--- src/rtl/dmasw_pkg.sv ---
package dmasw_pkg;

    localparam int LINES     = 16;
    localparam int DATA_W    = 32;
    localparam int ADDR_W    = 4;
    localparam int NUM_KINDS = 3;

    // Index of each request kind; also fixes its register offset.
    typedef enum logic [1:0] {
        KIND_BURST  = 2'd0,
        KIND_SINGLE = 2'd1,
        KIND_LAST   = 2'd2
    } req_kind_e;

    // Byte offset of a kind's register: word-aligned, one word per kind.
    function automatic logic [ADDR_W-1:0] kind_offset(req_kind_e kind);
        return ADDR_W'({2'b00, kind} << 2);
    endfunction

endpackage

--- src/rtl/dmasw_addr_dec.sv ---
module dmasw_addr_dec
    import dmasw_pkg::*;
#(
    parameter int ADDR_W_P = ADDR_W,
    parameter int KINDS_P  = NUM_KINDS
) (
    input  logic                clk,
    input  logic                rst,
    input  logic [ADDR_W_P-1:0] addr,
    input  logic                wr,
    input  logic                rd,
    output logic [KINDS_P-1:0]  wr_sel,
    output logic [KINDS_P-1:0]  rd_sel
);

    logic [KINDS_P-1:0] hit;

    for (genvar k = 0; k < KINDS_P; k++) begin : g_hit
        assign hit[k] = (addr == ADDR_W_P'(kind_offset(req_kind_e'(k))));
    end

    assign wr_sel = wr ? hit : '0;
    assign rd_sel = rd ? hit : '0;

    // an access selects at most one register
    p_onehot_sel_r8: assert property (@(posedge clk) disable iff (rst)
        $onehot0(wr_sel) && $onehot0(rd_sel));

endmodule

--- src/rtl/dmasw_req_bank.sv ---
module dmasw_req_bank #(
    parameter int LINES_P = 16
) (
    input  logic               clk,
    input  logic               rst,
    input  logic               wr_en,
    input  logic [LINES_P-1:0] wbits,
    input  logic [LINES_P-1:0] done,
    output logic [LINES_P-1:0] q
);

    logic [LINES_P-1:0] set_v;
    logic [LINES_P-1:0] q_nxt;

    assign set_v = wr_en ? wbits : '0;
    // Set takes priority over a coincident completion clear.
    assign q_nxt = (q & ~done) | set_v;

    always_ff @(posedge clk) begin
        if (rst) q <= '0;
        else     q <= q_nxt;
    end

    // every bit written as one is set afterwards
    p_set_lands_r2: assert property (@(posedge clk) disable iff (rst)
        (set_v != '0) |=> ((q & $past(set_v)) == $past(set_v)));

    // a bit can only rise when software wrote it
    p_no_spurious_set_r3: assert property (@(posedge clk) disable iff (rst)
        1'b1 |=> ((q & ~$past(q) & ~$past(set_v)) == '0));

    // a completed line with no new set is cleared
    p_done_clears_r4: assert property (@(posedge clk) disable iff (rst)
        (done != '0) |=> ((q & $past(done) & ~$past(set_v)) == '0));

    // with no write and no completion the register holds
    p_idle_hold_r3: assert property (@(posedge clk) disable iff (rst)
        (set_v == '0 && done == '0) |=> $stable(q));

endmodule

--- src/rtl/dmasw_rd_mux.sv ---
module dmasw_rd_mux #(
    parameter int LINES_P = 16,
    parameter int DATA_W_P = 32,
    parameter int KINDS_P = 3
) (
    input  logic                       clk,
    input  logic                       rst,
    input  logic [KINDS_P-1:0]         rd_sel,
    input  logic [KINDS_P*LINES_P-1:0] regs,
    output logic [DATA_W_P-1:0]        rdata
);

    logic [LINES_P-1:0] pick;

    always_comb begin
        pick = '0;
        for (int k = 0; k < KINDS_P; k++) begin
            if (rd_sel[k]) pick = pick | regs[k*LINES_P +: LINES_P];
        end
    end

    always_ff @(posedge clk) begin
        if (rst) rdata <= '0;
        else     rdata <= DATA_W_P'(pick);
    end

    // reserved read bits are always zero
    p_upper_zero_r6: assert property (@(posedge clk) disable iff (rst)
        rdata[DATA_W_P-1:LINES_P] == '0);

    // no read strobe leaves zero on the read data
    p_idle_zero_r6: assert property (@(posedge clk) disable iff (rst)
        (rd_sel == '0) |=> (rdata == '0));

endmodule

--- src/rtl/dmasw_soft_req.sv ---
module dmasw_soft_req
    import dmasw_pkg::*;
#(
    parameter int LINES_P  = LINES,
    parameter int DATA_W_P = DATA_W,
    parameter int ADDR_W_P = ADDR_W
) (
    input  logic                clk,
    input  logic                rst,
    input  logic [ADDR_W_P-1:0] bus_addr,
    input  logic                bus_wr,
    input  logic                bus_rd,
    input  logic [DATA_W_P-1:0] bus_wdata,
    output logic [DATA_W_P-1:0] bus_rdata,
    input  logic [LINES_P-1:0]  burst_done,
    input  logic [LINES_P-1:0]  single_done,
    input  logic [LINES_P-1:0]  last_done,
    output logic [LINES_P-1:0]  burst_req,
    output logic [LINES_P-1:0]  single_req,
    output logic [LINES_P-1:0]  last_req
);

    localparam int KINDS_L = NUM_KINDS;

    logic [KINDS_L-1:0]         wr_sel;
    logic [KINDS_L-1:0]         rd_sel;
    logic [KINDS_L*LINES_P-1:0] done_all;
    logic [KINDS_L*LINES_P-1:0] regs_all;

    assign done_all = {last_done, single_done, burst_done};

    dmasw_addr_dec #(
        .ADDR_W_P (ADDR_W_P),
        .KINDS_P  (KINDS_L)
    ) u_dec (
        .clk    (clk),
        .rst    (rst),
        .addr   (bus_addr),
        .wr     (bus_wr),
        .rd     (bus_rd),
        .wr_sel (wr_sel),
        .rd_sel (rd_sel)
    );

    for (genvar k = 0; k < KINDS_L; k++) begin : g_bank
        dmasw_req_bank #(
            .LINES_P (LINES_P)
        ) u_bank (
            .clk   (clk),
            .rst   (rst),
            .wr_en (wr_sel[k]),
            .wbits (bus_wdata[LINES_P-1:0]),
            .done  (done_all[k*LINES_P +: LINES_P]),
            .q     (regs_all[k*LINES_P +: LINES_P])
        );
    end

    dmasw_rd_mux #(
        .LINES_P  (LINES_P),
        .DATA_W_P (DATA_W_P),
        .KINDS_P  (KINDS_L)
    ) u_rd (
        .clk    (clk),
        .rst    (rst),
        .rd_sel (rd_sel),
        .regs   (regs_all),
        .rdata  (bus_rdata)
    );

    assign burst_req  = regs_all[int'(KIND_BURST)*LINES_P  +: LINES_P];
    assign single_req = regs_all[int'(KIND_SINGLE)*LINES_P +: LINES_P];
    assign last_req   = regs_all[int'(KIND_LAST)*LINES_P   +: LINES_P];

    // a write carrying only reserved bits raises no request
    p_upper_ignored_r7: assert property (@(posedge clk) disable iff (rst)
        (bus_wr && bus_wdata[DATA_W_P-1:LINES_P] != '0 && bus_wdata[LINES_P-1:0] == '0)
        |=> (((burst_req & ~$past(burst_req)) == '0) &&
             ((single_req & ~$past(single_req)) == '0) &&
             ((last_req & ~$past(last_req)) == '0)));

    // a burst completion alone leaves the other kinds alone
    p_kind_isolation_r9: assert property (@(posedge clk) disable iff (rst)
        (!bus_wr && single_done == '0 && last_done == '0)
        |=> ($stable(single_req) && $stable(last_req)));

endmodule

--- config.mk ---
export PLATFORM = sky130hd
export DESIGN_NAME = dmasw_soft_req
export DESIGN_NICKNAME = d
export VERILOG_FILES = /design/src/rtl/dmasw_pkg.sv /design/src/rtl/dmasw_addr_dec.sv /design/src/rtl/dmasw_req_bank.sv /design/src/rtl/dmasw_rd_mux.sv /design/src/rtl/dmasw_soft_req.sv
export SDC_FILE = /design/constraint.sdc
export NUM_CORES = 1
export LEC_CHECK = 0
export ABC_CLOCK_PERIOD_IN_PS = 1700
export BUFFER_PORTS_ARGS = -buffer_cell sky130_fd_sc_hd__buf_2
export CAP_MARGIN = 20
export CORE_MARGIN = 3
export CORE_UTILIZATION = 43
export CTS_CLUSTER_SIZE = 8
export DETAILED_ROUTE_END_ITERATION = 10
export PLACE_DENSITY = 0.88
export SETUP_SLACK_MARGIN = 0.4
export SYNTH_ARGS = -nofsm -noshare
export SYNTH_HDL_FRONTEND = slang
export SYNTH_HIERARCHICAL = 1
export SYNTH_SLANG_ARGS = --single-unit
--- constraint.sdc ---
create_clock -name clk -period 1.7 [get_ports clk]
set_input_delay 0.255 -clock clk [delete_from_list [all_inputs] [get_ports clk]]
set_output_delay 0.255 -clock clk [all_outputs]
set_load 0.01 [all_outputs]
==> results of run 1 <==
[power breakdown]
part / internal, mW / leakage (nW) / switching (mW)
Clock: 0.896 / 0.112 / 0.543
Combinational: 0.104 / 0.972 / 0.123
Sequential: 1.51 / 0.516 / 0.00743
[flip-flops by register name (all words and copies together) (netlist names)]
name and flops:
g_bank.u_bank/q 48, u_rd/rdata 16
[final timing paths]
kind                                        startpoint                      to  slack, ns  depth (start not counted)
worst max-delay path                       bus_addr[1]           u_rd/rdata[8]       0.52                          6
worst min-delay path                    burst_done[15]  g_bank[0].u_bank/q[15]       0.18                          3
worst max register to register   g_bank[0].u_bank/q[5]           u_rd/rdata[5]       0.81                          2
worst min register to register  g_bank[1].u_bank/q[13]  g_bank[1].u_bank/q[13]       0.49                          2
[layer usage]
metal	up-vias	GRT usage, %
met3	6	5.51
met2	129	33.0
met5	-	0
met4	0	6.80
met1	1136	23.4
li1	1208	-
[kinds of logic (layout without fill, tap and decap cells)]
logic type	Yosys count	after routing	synth area share (%)
and+or+nand+nor	121	121	24.9
DFF	64	64	46.1
other	1	16	0.135
buffers and inverters	33	159	10.4
AOI/OAI and AO/OA	64	64	18.5
[metrics by stage]
| step | hold slack [ns] | setup slack [ns] | TNS [ns] |
|---|---|---|---|
| finish | 0.181 | 0.515 | 0 |
| global route | 0.160 | 0.452 | 0 |
| CTS | 0.161 | 0.431 | 0 |
| detailed placement | 0.484 | -0.00620 | -0.00620 |
| global placement | 0.470 | 0.0343 | 0 |
| floorplan | 0.391 | 0.392 | 0 |
[cell usage in the layout (no fill, tap or decap), types with 2 or more instances in the layout]
| cell type | n |
|---|---|
| buf_4 | 7 |
| a222oi_1 | 16 |
| a21oi_2 | 30 |
| nand2_1 | 18 |
| conb_1 | 16 |
| nand2b_1 | 48 |
| buf_2 | 135 |
| a21oi_1 | 18 |
| nor2_1 | 17 |
| clkbuf_8 | 11 |
| bufinv_16 | 2 |
| dfxtp_1 | 64 |
| nand2_2 | 30 |
| buf_12 | 2 |
| nor3b_4 | 2 |
[critical path, stage by stage]
cell and delay [ns]:
buf_2 0.11, or3_4 0.41, nor3b_4 0.19, buf_4 0.22, a222oi_1 0.12, nor2_1 0.12
[layout make-up]
class / instances / area share (%)
clock buffers: 12 / 4.26
multi-input cells: 201 / 35.2
well taps: 75 / 2.57
flip-flops and latches: 64 / 35.2
clock inverters: 3 / 1.79
repair buffers: 144 / 21.1
[repair_timing]
item                                    in CTS  in global routing
endpoints found under the hold margin        0                  0
endpoints found under the setup margin      15                 11
pin swaps                                    0                  0
resized for setup                            1                  1
==> run metrics, run 1 <==
Slew Limit Fails 0; Main synth FF type dfxtp_1; max frequency 844 MHz; register area share after synthesis 46.1%; die width 86.4 µm; routed length on met3 772 µm; Post-synth EDFFs 0; average wire per standard cell 14.6 µm; post-synthesis cell type count 19; final setup vio count 0; number of fill cells 548; Starting DRT DRC Count 158; #FFs+latches synth 64; clk_lat worst skew 0.33 ns; GRT Total Usage 19.4%; initial antenna violation count 0; vias in the first global route 2452; Area Growth Syn to Fin 31.2%; IO Port Bufs 135; top cells by count, synth dfxtp_1, nand2b_1, a21oi_2, nand2_2, buf_4; DR pass1 iterations 5; vias per cell 4.97; async set-reset flop share out of synthesis 0%; Rows 28; Final Hold Viols 0; GRT overflow 0; peak supply drop 0.593 mV; nets@finish 508; Core Box Area 6100 µm²; Initial Util 45.6%; Layout Utilization 59.8%; H-tree depth 3; Ys Warns 6; synthesized cell area 2780 µm²; # Post-CTS Setup Buffers 0; die area 7460 µm²; routed vias 2479; Final Power 3.18 mW; register area 1280 µm²; Routed WL 7270 µm; unrepaired setup endpoints after global routing no; Crit Path Max Fanout 10; critical path required time 1.96 ns; Synth area leader dfxtp_1; Chip Height 86.4 µm; largest net degree at the start of global routing 53; clk sinks 64; CTS buffer count 9; Max Used Layer met4; Non-Filler Instances 499; Detail Route Antenna Nets 0; num ports 168; drt drc 0; Setup CP Type input port to flip-flop; MaxCap Viol Count 0; ant diodes 0; CTS tree yes; Mean Syn Cell Area 9.82 µm²; status finished, final reports clean; layout cells sized above 1 52.6%; clock buffer depth 2; Multi-input gate area 1280 µm²; PwrDens 874 nW/µm²; Static Leak 1.60 nW; DP Area 3420 µm²; HPWL after DPL 5320 µm; Critical Path Start Type input port; share of the synthesized area in the top cell type 46.1%; DP Cell Count 484; Hold Crit Class input port to flip-flop; Layout Skew 0.00683 ns; most numerous cell in the Yosys netlist dfxtp_1; Metal-1 WL 2840 µm; global-route wire length before repair 11300 µm; Critical Path End Type flip-flop; clock root buffer master clkbuf_8; CTS hold repair buffers 0; Final Cell Area 3640 µm²; Final period util 69.7%; CP arrival 1.45 ns; min Tclk post-route 1.18 ns; largest cells by area after synthesis dfxtp_1, nand2b_1, a21oi_2, nand2_2, a222oi_1; met2 WL 3600 µm; Post-Syn Instances 283; gpl congestion 0.756; CTS clk-pin slew, worst paths 0.07 ns
Power figures use the tool's default switching activity.
==> run 2: changes to the inputs <==
--- a/config.mk
+++ b/config.mk
@@ -5,14 +5,14 @@
 export SDC_FILE = /design/constraint.sdc
 export NUM_CORES = 1
 export LEC_CHECK = 0
-export ABC_CLOCK_PERIOD_IN_PS = 1700
+export ABC_CLOCK_PERIOD_IN_PS = 1000
 export BUFFER_PORTS_ARGS = -buffer_cell sky130_fd_sc_hd__buf_2
 export CAP_MARGIN = 20
 export CORE_MARGIN = 3
-export CORE_UTILIZATION = 43
+export CORE_UTILIZATION = 39
 export CTS_CLUSTER_SIZE = 8
 export DETAILED_ROUTE_END_ITERATION = 10
-export PLACE_DENSITY = 0.88
+export PLACE_DENSITY = 0.84
 export SETUP_SLACK_MARGIN = 0.4
 export SYNTH_ARGS = -nofsm -noshare
 export SYNTH_HDL_FRONTEND = slang
==> constraint.sdc (replaced) <==
create_clock -name clk -period 1 [get_ports clk]
set_input_delay 0.15 -clock clk [delete_from_list [all_inputs] [get_ports clk]]
set_output_delay 0.15 -clock clk [all_outputs]
set_load 0.01 [all_outputs]
==> run 2 against run 1 <==
Against the previous run:
- the run now ends with negative setup slack left
- setup slack got worse by 0.59 ns
- clock skew fell by 0.0018 ns
- first-iteration DRC count fell by 0.63%
- combinational power rose by 150%
- global-route usage rose by 4.1 points
- largest cell class is now non-clock buffers
- largest power group unchanged
==> run metrics, run 2 (synthesis results as in run 1) <==
status finished, violations left; failing checks negative setup slack; clock root buffer master clkbuf_8; Final WS setup -0.0726 ns; pre-CTS setup slack -0.403 ns; CTS buffer count 9; largest reg by FF count g_bank.u_bank/q; Area Growth Syn to Fin 73.9%; Logic pwr share 10.6%; max frequency 932 MHz; drt drc 0; Critical Path End Type flip-flop; layout cells sized above 1 76.0%; MaxCap Viol Count 0; most frequent cells in the layout buf_2, buf_6, dfxtp_2; unrepaired setup endpoints after global routing yes; DR pass1 iterations 5; Layout Skew 0.00502 ns; hold endpoint g_bank[0].u_bank/q[15]; CTS clk-pin slew, worst paths 0.08 ns; min Tclk post-route 1.07 ns; die area 8170 µm²; crit path launch bus_addr[1]; commonest non-fill, non-tap cell in the layout buf_2; number of fill cells 483; sw frac 25.3%; Clock power frac 41.0%; GRT Total Usage 23.5%; Final Hold Viols 0; reg2reg setup slack -0.01 ns; H-tree depth 3; Core Box Area 6870 µm²; die width 90.4 µm; Min-Delay Path Depth 3; GRT overflow 0; Detail Route Antenna Nets 0; worst reg2reg path startpoint g_bank[1].u_bank/q[9]; peak supply drop 0.918 mV; clock buffer depth 2; Psw 1.35 mW; ant diodes 0; Final Power 5.33 mW; initial antenna violation count 0; num ports 168; register share of total power 48.4%; clk sinks 64; vias in the first global route 3095; IO Port Bufs 135; Chip Height 90.4 µm; largest net degree at the start of global routing 29; hold wc startpoint burst_done[15]; Routed WL 10100 µm; nets@finish 553; clk_lat worst skew 0.33 ns; flip-flop count of the largest register after layout 48; routed vias 2865; average wire per standard cell 17.8 µm; Crit Path Max Fanout 7; vias per cell 5.06; Starting DRT DRC Count 157; Rows 30; Static Leak 2.17 nW; CTS hold repair buffers 0; Largest regs g_bank.u_bank/q x48, u_rd/rdata x16; Setup CP Type input port to flip-flop; global-route wire length before repair 15100 µm; CTS tree yes; HPWL after DPL 5940 µm; Slew Limit Fails 0; PwrDens 1100 nW/µm²; R2R depth 3; Hold Crit Class input port to flip-flop; gpl congestion 0.853; final setup vio count 26; Critical Path Start Type input port; Int Power 3.98 mW; reg-to-reg critical path endpoint u_rd/rdata[9]; critical path required time 1.27 ns; Initial Util 40.5%; CP arrival 1.34 ns; Final period util 107%
## run 2: final cells by class
class	count	area [µm²]	area share, %
clock buffers	9	124	2.56
clock inverters	7	71.3	1.48
multi-input cells	201	1530	31.7
flip-flops and latches	64	1360	28.1
well taps	96	120	2.49
repair buffers	189	1630	33.7
## run 2: repair_timing
item	4_1_cts	5_1_grt
setup endpoints to repair	128	128
setup buffers	32	1
gates cloned	2	0
gates resized for setup	138	32
pin swaps	10	9
## run 2: metrics by stage
stage | instances | setup TNS, ns | area, µm² | hold slack [ns] | util (%)
6_report | 566 | -0.786 | 4830 | 0.0697 | 70.3
5_1_grt | 566 | -1.75 | 4830 | 0.0478 | 70.3
4_1_cts | 565 | -0.0708 | 4700 | 0.0404 | 68.4
3_5_place_dp | 515 | -18.10 | 3710 | 0.421 | 54.0
3_3_place_gp | 515 | -16.56 | 3710 | 0.410 | 54.0
2_1_floorplan | 298 | -5.08 | 2980 | 0.279 | -
## run 2: critical path, stage by stage
cell and delay (ns):
buf_6 0.09, or3_4 0.41, nor3b_4 0.22, buf_6 0.14
buf_8 0.12, nand2_1 0.08, a21oi_2 0.13
## run 2: per-layer routing
| metal | vias to the layer above | wire, µm | global-route usage (%) |
|---|---|---|---|
| li1 | 1296 | - | - |
| met1 | 1362 | 3720 | 24.8 |
| met2 | 177 | 5200 | 41.4 |
| met3 | 30 | 832 | 7.92 |
| met4 | 0 | 306 | 12.0 |
| met5 | - | 0 | 0 |
## run 2: power groups by stage
stage	sequential, mW	combinational [mW]	clock, mW
2_1_floorplan	2.64	0.234	0
3_3_place_gp	2.63	0.451	0
3_5_place_dp	2.64	0.460	0
4_1_cts	2.58	0.537	2.24
5_1_grt	2.58	0.597	2.39
6_report	2.58	0.565	2.19
## run 2: how the worst max path moves through the flow
| stage | to | slack, ns | depth (start not counted) |
|---|---|---|---|
| 2_1_floorplan | u_rd/rdata[0] | -0.20 | 5 |
| 3_3_place_gp | g_bank[0].u_bank/q[11] | -0.35 | 6 |
| 3_5_place_dp | g_bank[0].u_bank/q[15] | -0.40 | 6 |
| 4_1_cts | g_bank[0].u_bank/q[12] | -0.01 | 7 |
| 5_1_grt | g_bank[0].u_bank/q[0] | -0.09 | 7 |
| 6_report | g_bank[0].u_bank/q[0] | -0.07 | 7 |
